--- src/rtl/cmpcap_pkg.sv ---
package cmpcap_pkg;

    typedef enum logic [1:0] {
        EDGE_OFF  = 2'b00,
        EDGE_RISE = 2'b01,
        EDGE_FALL = 2'b10,
        EDGE_ANY  = 2'b11
    } edge_sel_e;

    typedef enum logic [1:0] {
        ACT_NONE   = 2'b00,
        ACT_TOGGLE = 2'b01,
        ACT_LOW    = 2'b10,
        ACT_HIGH   = 2'b11
    } act_sel_e;

endpackage

--- src/rtl/cmpcap_edge.sv ---
module cmpcap_edge #(
    parameter int SYNC = 2
) (
    input  logic       clk,
    input  logic       rst_n,
    input  logic       pin_i,
    input  logic [1:0] edge_sel_i,
    output logic       hit_o
);
    import cmpcap_pkg::*;

    localparam int DEPTH = SYNC + 1;

    logic [DEPTH-1:0] sh_d, sh_q;
    logic             rise, fall;

    generate
        if (DEPTH > 1) begin : g_chain
            always_comb sh_d = {sh_q[DEPTH-2:0], pin_i};
        end else begin : g_single
            always_comb sh_d = pin_i;
        end
    endgenerate

    always_ff @(posedge clk or negedge rst_n) begin
        if (!rst_n) sh_q <= '0;
        else        sh_q <= sh_d;
    end

    always_comb begin
        rise = sh_q[SYNC-1] & ~sh_q[SYNC];
        fall = ~sh_q[SYNC-1] & sh_q[SYNC];
        unique case (edge_sel_e'(edge_sel_i))
            EDGE_RISE: hit_o = rise;
            EDGE_FALL: hit_o = fall;
            EDGE_ANY:  hit_o = rise | fall;
            default:   hit_o = 1'b0;
        endcase
    end

endmodule

--- src/rtl/cmpcap_action.sv ---
module cmpcap_action (
    input  logic       fire_i,
    input  logic [1:0] act_sel_i,
    input  logic       pin_q_i,
    output logic       pin_d_o
);
    import cmpcap_pkg::*;

    always_comb begin
        pin_d_o = pin_q_i;
        if (fire_i) begin
            unique case (act_sel_e'(act_sel_i))
                ACT_TOGGLE: pin_d_o = ~pin_q_i;
                ACT_LOW:    pin_d_o = 1'b0;
                ACT_HIGH:   pin_d_o = 1'b1;
                default:    pin_d_o = pin_q_i;
            endcase
        end
    end

endmodule

--- src/rtl/cmpcap_chan.sv ---
module cmpcap_chan #(
    parameter int W    = 16,
    parameter int SYNC = 2
) (
    input  logic         clk,
    input  logic         rst_n,
    input  logic [W-1:0] cnt_i,
    input  logic         tick_i,
    input  logic         mode_i,
    input  logic [1:0]   edge_sel_i,
    input  logic [1:0]   act_sel_i,
    input  logic         irq_en_i,
    input  logic         force_i,
    input  logic         flag_clr_i,
    input  logic         wr_en_i,
    input  logic [W-1:0] wr_data_i,
    input  logic         pin_i,
    output logic         pin_o,
    output logic [W-1:0] chan_o,
    output logic         flag_o,
    output logic         irq_o
);

    typedef struct packed {
        logic [W-1:0] val;
        logic         flag;
        logic         pin;
    } state_t;

    state_t state_d, state_q;

    logic edge_hit;
    logic cap_ev;
    logic match_ev;
    logic fire;
    logic pin_next;

    cmpcap_edge #(.SYNC(SYNC)) u_edge (
        .clk        (clk),
        .rst_n      (rst_n),
        .pin_i      (pin_i),
        .edge_sel_i (edge_sel_i),
        .hit_o      (edge_hit)
    );

    always_comb begin
        cap_ev   = ~mode_i & edge_hit;
        match_ev = mode_i & tick_i & (cnt_i == state_q.val);
        fire     = match_ev | (mode_i & force_i);
    end

    cmpcap_action u_act (
        .fire_i    (fire),
        .act_sel_i (act_sel_i),
        .pin_q_i   (state_q.pin),
        .pin_d_o   (pin_next)
    );

    always_comb begin
        state_d = state_q;
        if (cap_ev)       state_d.val = cnt_i;
        else if (wr_en_i) state_d.val = wr_data_i;
        if (cap_ev | match_ev) state_d.flag = 1'b1;
        else if (flag_clr_i)   state_d.flag = 1'b0;
        state_d.pin = pin_next;
    end

    always_ff @(posedge clk or negedge rst_n) begin
        if (!rst_n) state_q <= '0;
        else        state_q <= state_d;
    end

    assign pin_o  = state_q.pin;
    assign chan_o = state_q.val;
    assign flag_o = state_q.flag;
    assign irq_o  = state_q.flag & irq_en_i;

endmodule

--- config.mk ---
export PLATFORM = sky130hd
export DESIGN_NAME = cmpcap_chan
export DESIGN_NICKNAME = d
export VERILOG_FILES = /design/src/rtl/cmpcap_pkg.sv /design/src/rtl/cmpcap_edge.sv /design/src/rtl/cmpcap_action.sv /design/src/rtl/cmpcap_chan.sv
export SDC_FILE = /design/constraint.sdc
export NUM_CORES = 1
export LEC_CHECK = 0
export BUFFER_PORTS_ARGS = -buffer_cell sky130_fd_sc_hd__buf_4
export CAP_MARGIN = 20
export CORE_MARGIN = 2
export CORE_UTILIZATION = 48
export DETAILED_ROUTE_END_ITERATION = 10
export PLACE_DENSITY = 0.84
export SYNTH_ARGS = -nofsm -noshare
export SYNTH_HDL_FRONTEND = slang
export SYNTH_SLANG_ARGS = --single-unit
--- constraint.sdc ---
create_clock -name clk -period 2.7 [get_ports clk]
set_clock_uncertainty 0.05 [all_clocks]
set_input_delay 0.27 -clock clk [delete_from_list [all_inputs] [get_ports clk]]
set_output_delay 0.27 -clock clk [all_outputs]
set_load 0.005 [all_outputs]
==> impl_metrics.py <==
metrics = {
    "cells_and_area": {
        "nets": 233,
        "layout-drive-gt1-share_pct": 43.24,
        "n_antenna_cell": 0,
        "syn_to_final_growth_pct": 40.42,
        "ff_latch_area_um2": 525.5,
        "final_util_pct": 71.06,
        "fill_cells": 195,
        "multiInputGateArea_um2": 668.1,
    },
    "floorplanning": {
        "die-height_um": 55.11,
        "rows": 18,
        "fp.dieW_um": 55.11,
        "io_pins": 64,
        "floorplan.initialDensity_pct": 50.61,
        "core_um2": 2477,
        "dieArea_um2": 3037,
    },
    "synth": {
        "synth_cell_types": 26,
        "synth_area_um2": 1254,
        "synth_seq_cells": 21,
        "syn_inst": 121,
        "seq_area_frac_synth_pct": 41.92,
        "syn-mean-instance-area_um2": 10.36,
        "async_flop_share_pct": 100.0,
        "synth_edf_count": 0,
        "syn_nets": 168,
        "ys_warn_count": 0,
        "synthFlopType": "dfrtp_1",
    },
    "grt": {
        "track_usage_pct": 21.21,
        "grt.overflow.total": 0,
        "grt_max_degree": 23,
        "grt_pass1_vias": 968,
        "antenna_found_initial": 0,
        "grt_pass1_wl_um": 4457,
    },
    "power_and_ir_drop": {
        "p_clk_share_pct": 18.9,
        "totalPowerFinal_w": 0.0007987,
        "combPwrFrac_pct": 32.0,
        "leakage_nw": 0.8279,
        "power.share.switching_pct": 29.36,
        "p_seq_share_pct": 49.1,
        "ir_drop_v": 0.0003664,
        "p_int_w": 0.0005642,
        "p_switching_w": 0.0002345,
        "power_density_nw_per_um2": 453.7,
    },
    "clocking": {
        "ctsResizeCount": 0,
        "hold_buffers": 1,
        "cts_tree": "built",
        "htreeDepth": 1,
        "cts_setup_buffers": 0,
        "cts.sinks": 21,
        "cts_root_buffer": "clkbuf_4",
        "numCtsBuffers": 3,
        "clkTransAtPathRegs_ns": 0.12,
        "cts_max_path_buffers": 2,
        "clk_latency_ns": 0.30,
    },
    "critical_path": {
        "end_kind": "flop",
        "cp-start-kind": "flop",
        "arrival_ns": 2.25,
        "critical_path_required_ns": 2.88,
        "crit_fanout": 22,
        "path_class": "flop to flop",
    },
    "placed_design": {
        "gp_congestion": 0.7284,
        "numPortBuffers": 63,
        "place_hpwl_um": 2272,
        "post-place-ws_ns": 0.6378,
    },
    "timing": {
        "rsz0062_at_grt": "no",
        "max_clock_freq_mhz": 483.1,
        "max_slew_margin_pct": 59.07,
        "hold_viol": 0,
        "worst_pin_slew_ns": 0.6126,
        "period_minus_slack_ns": 2.070,
        "slew_violations": 0,
        "fin_setup_tns_ns": 0,
        "fin_hold_ws_ns": 0.01568,
        "finalCritPeriodShare_pct": 76.67,
        "setup_ws_ns": 0.6300,
        "finalSetupViolCount": 0,
    },
    "drt": {
        "drt_iter0_markers": 20,
        "vias": 1054,
        "viasPerCell": 4.902,
        "drc": 0,
        "ant_nets": 0,
        "wl_um": 2911,
        "wire_per_inst_um": 13.54,
        "dr.pass1.iters": 4,
    },
    "run_status": {
        "outcome": "completed",
    },
    "hold_path": {
        "hold_class": "primary input to flop",
    },
    "flow_run": {
        "cap_violations": 0,
    },
}
[state kept, by name, indices dropped and copies added (netlist names)]
name,count
chan_o,16
u_edge.sh_q,3
flag_o,1
pin_o,1
[per-layer routing]
layer  track usage (%)  vias up  routed length [um]
li1                  -      540                   -
met1             26.66      465                1277
met2             37.10       47                1389
met3             2.957        2                 233
met4             7.317        0                  10
met5                 0        -                   0
[worst max-delay path, stage by stage, from the launching register on]
cell	delay, ns
dfrtp_1	0.39
inv_1	0.06
ha_1	0.27
and2b_1	0.21
o21ai_2	0.08
a21oi_4	0.51
buf_4	0.30
nand2_1	0.08
o21ai_2	0.05
[layout by cell type, fill, tap and decap left out, drive strengths merged]
cell / instances
a21oi: 2
a221o: 1
and2: 2
and2b: 1
and3: 1
buf: 64
clkbuf: 3
clkinv: 1
dfrtp: 21
dlygate4sd3: 1
ha: 2
inv: 3
mux2i: 17
nand2: 18
nand2b: 1
nand3: 3
nand3b: 1
nand4: 3
nor2: 3
nor2b: 1
nor3: 2
o21ai: 18
xnor2: 16
[power groups by stage]
stage                     registers, W  logic [W]  clock network, W
after floorplan               0.000395   0.000123                 0
after global placement        0.000395   0.000251                 0
after detailed placement      0.000397   0.000256                 0
after CTS                     0.000392   0.000259          0.000156
after global routing          0.000399   0.000281          0.000165
final                         0.000392   0.000256          0.000151
[Yosys cell counts, drive strengths merged, types with 3 or more instances]
cell type	instances	area, um^2
buf	4	41.29
xnor2	16	140.1
nand3	3	15.01
nor2	3	11.26
mux2i	17	170.2
inv	3	11.26
nand2	18	67.56
dfrtp	21	525.5
nand4	3	18.77
o21ai	18	127.6
[per-stage QoR]
stage / cells / instance area [um^2]
floorplan: 121 / 1254
global placement: 210 / 1723
detailed placement: 210 / 1723
CTS: 215 / 1760
global route: 215 / 1760
finish: 215 / 1760
[final timing paths]
path	from	endpoint	slack (ns)	depth (start not counted)
max in group asynchronous	rst_n	chan_o[14]	2.06	2
worst min register to register	u_edge.sh_q[0]	u_edge.sh_q[1]	0.32	0
worst min-delay path	pin_i	u_edge.sh_q[0]	0.02	1
min in group asynchronous	rst_n	u_edge.sh_q[2]	0.32	2
worst max register to register	u_edge.sh_q[1]	chan_o[14]	0.63	8
worst max-delay path	u_edge.sh_q[1]	chan_o[14]	0.63	8
[layout make-up]
class,count,area share (%)
well taps,30,2.132
clock buffers,3,1.279
repair buffers,65,27.86
flip-flops and latches,21,29.85
clock inverters,1,0.2843
inverters,3,0.6397
multi-input cells,92,37.95
[cell families after synthesis]
family,after synthesis,synth area share (%)
compound gates,21,12.67
flops,21,41.92
fa+ha+maj,2,1.996
simple gates,36,13.87
buf+inv,8,4.791
mux,17,13.57
xor+xnor,16,11.18
(Power assumes the default switching activity.)
